### config.mk
export PLATFORM = sky130hd
export DESIGN_NAME = dma_start_ctrl
export DESIGN_NICKNAME = d
export VERILOG_FILES = /design/src/rtl/dma_sc_pkg.sv /design/src/rtl/dma_sc_ctl.sv /design/src/rtl/dma_sc_arb.sv /design/src/rtl/dma_sc_err.sv /design/src/rtl/dma_start_ctrl.sv
export SDC_FILE = /design/constraint.sdc
export NUM_CORES = 1
export LEC_CHECK = 0
export BUFFER_PORTS_ARGS = -buffer_cell sky130_fd_sc_hd__buf_4
export CAP_MARGIN = 20
export CORE_MARGIN = 1
export CORE_UTILIZATION = 49
export DETAILED_ROUTE_END_ITERATION = 8
export HOLD_SLACK_MARGIN = 0.1
export PLACE_DENSITY_LB_ADDON = 0.3
export RECOVER_POWER = 100
export REMOVE_ABC_BUFFERS = 1
export SYNTH_ARGS = -nofsm -noshare
export SYNTH_HDL_FRONTEND = slang
export SYNTH_HIERARCHICAL = 1
export SYNTH_SLANG_ARGS = --single-unit
### constraint.sdc
create_clock -name clk -period 3.45 [get_ports clk]
set_clock_uncertainty 0.2 [all_clocks]
set_input_delay 0.69 -clock clk [delete_from_list [all_inputs] [get_ports clk]]
set_output_delay 0.69 -clock clk [all_outputs]
set_load 0.05 [all_outputs]
### src/rtl/dma_sc_pkg.sv
package dma_sc_pkg;
  localparam int CTL_W   = 8;
  localparam int B_HALT  = 0;
  localparam int B_HOE   = 1;
  localparam int B_RR    = 2;
  localparam int B_DBG   = 3;
  localparam int B_CLINK = 4;
  localparam logic [CTL_W-1:0] CTL_MASK = 8'h1F;
endpackage

### src/rtl/dma_sc_ctl.sv
module dma_sc_ctl
  import dma_sc_pkg::*;
(
  input  logic             clk,
  input  logic             rst,
  input  logic             wr_i,
  input  logic [CTL_W-1:0] wdata_i,
  input  logic             err_evt_i,
  output logic [CTL_W-1:0] ctl_o
);
  logic [CTL_W-1:0] ctl_q;

  always_ff @(posedge clk) begin
    if (rst) begin
      ctl_q <= '0;
    end else begin
      if (wr_i) ctl_q <= wdata_i & CTL_MASK;
      // an error under halt-on-error overrides a same-cycle write of halt
      if (err_evt_i && ctl_q[B_HOE]) ctl_q[B_HALT] <= 1'b1;
    end
  end

  assign ctl_o = ctl_q;


  hoe_halt_chk: assert property (@(posedge clk) disable iff (rst)
    (err_evt_i && ctl_q[B_HOE]) |=> ctl_q[B_HALT]);
endmodule

### src/rtl/dma_sc_arb.sv
module dma_sc_arb #(
  parameter int NUM_CH = 4,
  localparam int CH_W = (NUM_CH > 1) ? $clog2(NUM_CH) : 1
) (
  input  logic [NUM_CH-1:0] req_i,
  input  logic              rr_en_i,
  input  logic [CH_W-1:0]   last_i,
  output logic              any_o,
  output logic [CH_W-1:0]   sel_o
);
  logic [CH_W-1:0] sel_fix;
  logic [CH_W-1:0] sel_rr;

  always_comb begin
    sel_fix = '0;
    for (int i = 0; i < NUM_CH; i++) begin
      if (req_i[CH_W'(i)]) sel_fix = CH_W'(i);
    end
  end

  always_comb begin
    sel_rr = '0;
    for (int k = NUM_CH; k >= 1; k--) begin
      logic [CH_W-1:0] idx;
      idx = CH_W'((int'(last_i) + k) % NUM_CH);
      if (req_i[idx]) sel_rr = idx;
    end
  end

  assign any_o = |req_i;
  assign sel_o = rr_en_i ? sel_rr : sel_fix;
endmodule

### src/rtl/dma_sc_err.sv
module dma_sc_err #(
  parameter int CH_W = 2
) (
  input  logic            clk,
  input  logic            rst,
  input  logic            evt_i,
  input  logic [CH_W-1:0] evt_ch_i,
  input  logic            clr_i,
  input  logic            irq_en_i,
  output logic            valid_o,
  output logic [CH_W-1:0] ch_o,
  output logic            irq_o
);
  logic            valid_q, irq_q;
  logic [CH_W-1:0] ch_q;
  logic            valid_n;

  always_comb begin
    valid_n = valid_q;
    if (clr_i) valid_n = 1'b0;
    if (evt_i) valid_n = 1'b1;
  end

  always_ff @(posedge clk) begin
    if (rst) begin
      valid_q <= 1'b0;
      ch_q    <= '0;
      irq_q   <= 1'b0;
    end else begin
      valid_q <= valid_n;
      irq_q   <= valid_n & irq_en_i;
      if (evt_i) ch_q <= evt_ch_i;
      else if (clr_i) ch_q <= '0;
    end
  end

  assign valid_o = valid_q;
  assign ch_o    = ch_q;
  assign irq_o   = irq_q;


  err_log_chk: assert property (@(posedge clk) disable iff (rst)
    evt_i |=> (valid_o && ch_o == $past(evt_ch_i)));

  err_clr_chk: assert property (@(posedge clk) disable iff (rst)
    (clr_i && !evt_i) |=> !valid_o);
endmodule

### src/rtl/dma_start_ctrl.sv
module dma_start_ctrl
  import dma_sc_pkg::*;
#(
  parameter int NUM_CH = 4,
  localparam int CH_W = (NUM_CH > 1) ? $clog2(NUM_CH) : 1
) (
  input  logic              clk,
  input  logic              rst,
  input  logic [NUM_CH-1:0] req_i,
  input  logic [NUM_CH-1:0] link_self_i,
  input  logic              ctl_wr_i,
  input  logic [7:0]        ctl_wdata_i,
  output logic [7:0]        ctl_rdata_o,
  input  logic              dbg_mode_i,
  input  logic              cancel_req_i,
  input  logic              eng_seq_end_i,
  input  logic              eng_done_i,
  input  logic              eng_err_i,
  input  logic              err_clr_i,
  input  logic              err_irq_en_i,
  output logic              grant_o,
  output logic [CH_W-1:0]   grant_ch_o,
  output logic              busy_o,
  output logic              cancel_o,
  output logic              cancel_pend_o,
  output logic              err_valid_o,
  output logic [CH_W-1:0]   err_ch_o,
  output logic              err_irq_o
);
  logic [CTL_W-1:0] ctl_q;
  logic             active_q, grant_q, cancel_q, pend_q;
  logic [CH_W-1:0]  act_ch_q, last_q, grant_ch_q;
  logic             arb_any;
  logic [CH_W-1:0]  arb_sel;
  logic             stall, honour, err_evt, restart, start, end_now;

  dma_sc_ctl u_ctl (
    .clk(clk), .rst(rst), .wr_i(ctl_wr_i), .wdata_i(ctl_wdata_i),
    .err_evt_i(err_evt), .ctl_o(ctl_q)
  );

  dma_sc_arb #(.NUM_CH(NUM_CH)) u_arb (
    .req_i(req_i), .rr_en_i(ctl_q[B_RR]), .last_i(last_q),
    .any_o(arb_any), .sel_o(arb_sel)
  );

  dma_sc_err #(.CH_W(CH_W)) u_err (
    .clk(clk), .rst(rst), .evt_i(err_evt), .evt_ch_i(act_ch_q),
    .clr_i(err_clr_i), .irq_en_i(err_irq_en_i),
    .valid_o(err_valid_o), .ch_o(err_ch_o), .irq_o(err_irq_o)
  );

  assign stall   = ctl_q[B_HALT] | (ctl_q[B_DBG] & dbg_mode_i);
  assign honour  = active_q & pend_q & eng_seq_end_i;
  assign err_evt = honour | (active_q & eng_err_i);
  assign restart = active_q & eng_done_i & ~honour & ctl_q[B_CLINK]
                 & link_self_i[act_ch_q] & ~stall;
  assign start   = ~active_q & ~stall & arb_any;
  assign end_now = active_q & (honour | (eng_done_i & ~restart));

  always_ff @(posedge clk) begin
    if (rst) begin
      active_q   <= 1'b0;
      act_ch_q   <= '0;
      last_q     <= CH_W'(NUM_CH - 1);
      grant_q    <= 1'b0;
      grant_ch_q <= '0;
      cancel_q   <= 1'b0;
      pend_q     <= 1'b0;
    end else begin
      grant_q  <= start | restart;
      cancel_q <= honour;
      if (start) begin
        active_q   <= 1'b1;
        act_ch_q   <= arb_sel;
        last_q     <= arb_sel;
        grant_ch_q <= arb_sel;
      end else if (restart) begin
        grant_ch_q <= act_ch_q;
      end else if (end_now) begin
        active_q <= 1'b0;
      end
      if (end_now) pend_q <= 1'b0;
      else if (cancel_req_i && active_q) pend_q <= 1'b1;
    end
  end

  assign ctl_rdata_o   = ctl_q;
  assign grant_o       = grant_q;
  assign grant_ch_o    = grant_ch_q;
  assign busy_o        = active_q;
  assign cancel_o      = cancel_q;
  assign cancel_pend_o = pend_q;


  halt_block_chk: assert property (@(posedge clk) disable iff (rst)
    (!busy_o && ctl_rdata_o[B_HALT]) |=> !grant_o);

  run_hold_chk: assert property (@(posedge clk) disable iff (rst)
    (busy_o && !eng_done_i && !eng_seq_end_i) |=> busy_o);

  cancel_wait_chk: assert property (@(posedge clk) disable iff (rst)
    (cancel_pend_o && !eng_seq_end_i) |=> !cancel_o);

  cancel_log_chk: assert property (@(posedge clk) disable iff (rst)
    cancel_o |-> (err_valid_o && !busy_o && !cancel_pend_o));

  clink_restart_chk: assert property (@(posedge clk) disable iff (rst)
    (busy_o && eng_done_i && !cancel_pend_o && ctl_rdata_o[B_CLINK]
     && link_self_i[act_ch_q] && !ctl_rdata_o[B_HALT]
     && !(ctl_rdata_o[B_DBG] && dbg_mode_i))
    |=> (grant_o && busy_o && grant_ch_o == $past(act_ch_q)));

  grant_once_chk: assert property (@(posedge clk) disable iff (rst)
    grant_o |=> (!grant_o || $past(eng_done_i)));
endmodule

==> flow_metrics.tcl <==
set metrics [dict create \
    synthTopCellsByCount "dfxtp_1, a21oi_1, nand2_1, nor2_1" \
    netlist_area_um2 971 \
    rsz0062_at_grt "false" \
    whs_ns 0.289 \
    synth_edf_count 0 \
    ant_nets 0 \
    status "completed" \
    fmaxAchievable_mhz 429 \
    ys_top_cells_by_area "dfxtp_1, a21oi_1, mux2i_1" \
    post-cts-setup-buffers 0 \
    fin_nets 169 \
    hold_class "reg2reg" \
    worstPathRequired_ns 3.44 \
    drt-initial-drc-count 30 \
    path_clk_slew_ns 0.11 \
    core_area_um2 1780 \
    async_reset_ff_share_pct 0 \
    hold_buffers 0 \
    maxSlewViolCount 0 \
    maxCapViolCount 0 \
    grt_first_pass_wirelength_um 3310 \
    rows 15 \
    die_w_um 46.5 \
    diodes 0 \
    multi_input_area_um2 510 \
    grt.overflow.total 0 \
    dpl_cell_area_um2 1230 \
    yosysMostFrequentCell "dfxtp_1" \
    synth.largest_area_cell "dfxtp_1" \
    yosysTopAreaCellShare_pct 39.2 \
    worstMarginPinSlew_ns 0.620 \
    routed_via_density 5.58 \
    die_height_um 46.5 \
    final-seq-area_um2 380 \
    ys_types 39 \
    fin_util_pct 66.5 \
    max-slew-margin-rel_pct 58.9 \
    route.detailed.drc 0 \
    grt_usage_pct 21.7 \
    drt-total-wl_um 2230 \
    min_period_ns 2.33 \
    critPathKind "in2reg" \
    cts-root-buf "clkbuf_4" \
    cts_tree "built" \
    fill_cells 179 \
    wl_per_cell_um 13.4 \
    critPathBufInv 2 \
    clockBufferDepth 2 \
    path_cells "clkbuf_1, or4_1, inv_1, or3_1, o21ai_0, mux2_1" \
    ios 44 \
    synth_flop_cell "dfxtp_1" \
    clkSinkCount 19 \
    vias 932 \
    cp-end-kind "flop" \
    fin_crit_sh_pct 67.5 \
    synth_area_per_cell_um2 9.16 \
    netlist_instances 106 \
    cpMaxStageDelayCell "or4_1" \
    slowest_delay_ns 0.62 \
    die_area_um2 2160 \
    final_cell_area_um2 1190 \
    hold_viol 0 \
    p_per_area_nw_per_um2 423 \
    first_global_vias 815 \
    syn2layout_area_growth_pct 22.2 \
    ys_seq_area_share_pct 39.2 \
    dpl.hpwl_um 1690 \
    synth_warnings 6 \
    drive_gt1_share_pct 20.4 \
    cts_resized 0 \
    antenna_found_initial 0 \
    initial_core_util_pct 54.5 \
    ys_ff_latch 19 \
    ctsHtreeMaxLevel 1 \
    portBuffers 37 \
    worstPathArrival_ns 2.32 \
    ir_worst_vdd_mv 0.366 \
    finalSetupViolCount 0 \
    setup-tns-final_ns 0 \
    numCtsBuffers 3 \
    path_delay_family "simple AND/OR/NAND/NOR gates" \
    clk_latency_ns 0.30 \
    grt_max_degree 20 \
    crit_path_max_fanout 6 \
    p_leak_nw 0.506 \
    dr.pass1.iters 4 \
    routabilityCongestion 0.755 \
    startpoint_type "primary input" \
]
[per-stage QoR]
| stage | instances | worst slack [ns] | power, mW |
|---|---|---|---|
| 6_report | 167 | 1.12 | 0.502 |
| 5_1_grt | 167 | 1.05 | 0.526 |
| 4_1_cts | 167 | 1.40 | 0.519 |
| 3_5_place_dp | 163 | 1.08 | 0.407 |
| 3_3_place_gp | 163 | 1.12 | 0.400 |
| 2_1_floorplan | 101 | 1.32 | 0.350 |
[logic make-up after synthesis]
kind of cell / count (synthesis) / synth area share (%)
AOI/OAI and AO/OA: 31 / 22.6
buffers and inverters: 13 / 7.73
DFF: 19 / 39.2
muxes: 8 / 9.79
other: 1 / 0.386
and+or+nand+nor: 34 / 20.4
[path summary, 6_finish.rpt]
kind	slack, ns	cells after the start	start	to
max reg2reg	1.50	4	u_ctl/ctl_o[3]$_SDFFE_PP0P_	grant_ch_o[0]$_SDFFE_PP0P_
max	1.12	6	req_i[0]	grant_ch_o[0]$_SDFFE_PP0P_
min	0.29	2	u_ctl/ctl_o[1]$_SDFFE_PP0P_	u_ctl/ctl_o[0]$_SDFFE_PP0P_
min reg2reg	0.29	2	u_ctl/ctl_o[1]$_SDFFE_PP0P_	u_ctl/ctl_o[0]$_SDFFE_PP0P_
[layout make-up]
| type | instances | share of cell area [%] |
|---|---|---|
| multi-input cells | 76 | 43.0 |
| flip-flops and latches | 19 | 32.1 |
| clock inverters | 1 | 0.422 |
| inverters | 6 | 1.90 |
| clock buffers | 3 | 1.90 |
| well taps | 25 | 2.64 |
| repair buffers | 37 | 18.0 |
[state kept, by name, summed over array words and instances (netlist names)]
name / count
act_ch_q: 2
busy_o: 1
cancel_o: 1
cancel_pend_o: 1
grant_ch_o: 2
grant_o: 1
last_q: 2
u_ctl/ctl_o: 5
u_err/ch_o: 2
u_err/irq_o: 1
u_err/valid_o: 1
[worst register-to-register path, stage by stage (launching register included)]
cell and delay [ns]:
dfxtp_1 0.36, a21oi_1 0.41, nand3_2 0.12, o21ai_0 0.39, mux2_1 0.37
[cells in the final DEF (no fill, tap or decap), types with 2 or more instances in the layout]
cell,count
o21a_1,2
mux2i_1,5
dfxtp_1,19
o211a_1,2
mux2_1,2
o31ai_1,2
nand2_1,7
inv_1,5
or3b_1,2
nor2_1,7
buf_4,18
nor2b_1,5
o21ai_0,2
clkbuf_1,17
conb_1,3
nand3_1,2
clkbuf_4,5
a21oi_1,13
nor3_1,2
nand4b_1,2
nand2b_1,2
[report_power, final]
part	total [mW]	switching (mW)	internal [mW]
Clock	0.112	0.0691	0.0432
Combinational	0.135	0.0870	0.0480
Sequential	0.255	0.0200	0.235
Total	0.502	0.176	0.326
[metal layers]
| layer | wire [µm] | vias to the layer above | track usage, % |
|---|---|---|---|
| li1 | - | 447 | - |
| met1 | 930 | 427 | 24.2 |
| met4 | 42 | 0 | 6.47 |
| met5 | 0 | - | 0 |
| met2 | 1100 | 48 | 38.9 |
| met3 | 161 | 10 | 6.27 |
Power figures use the tool's default switching activity.
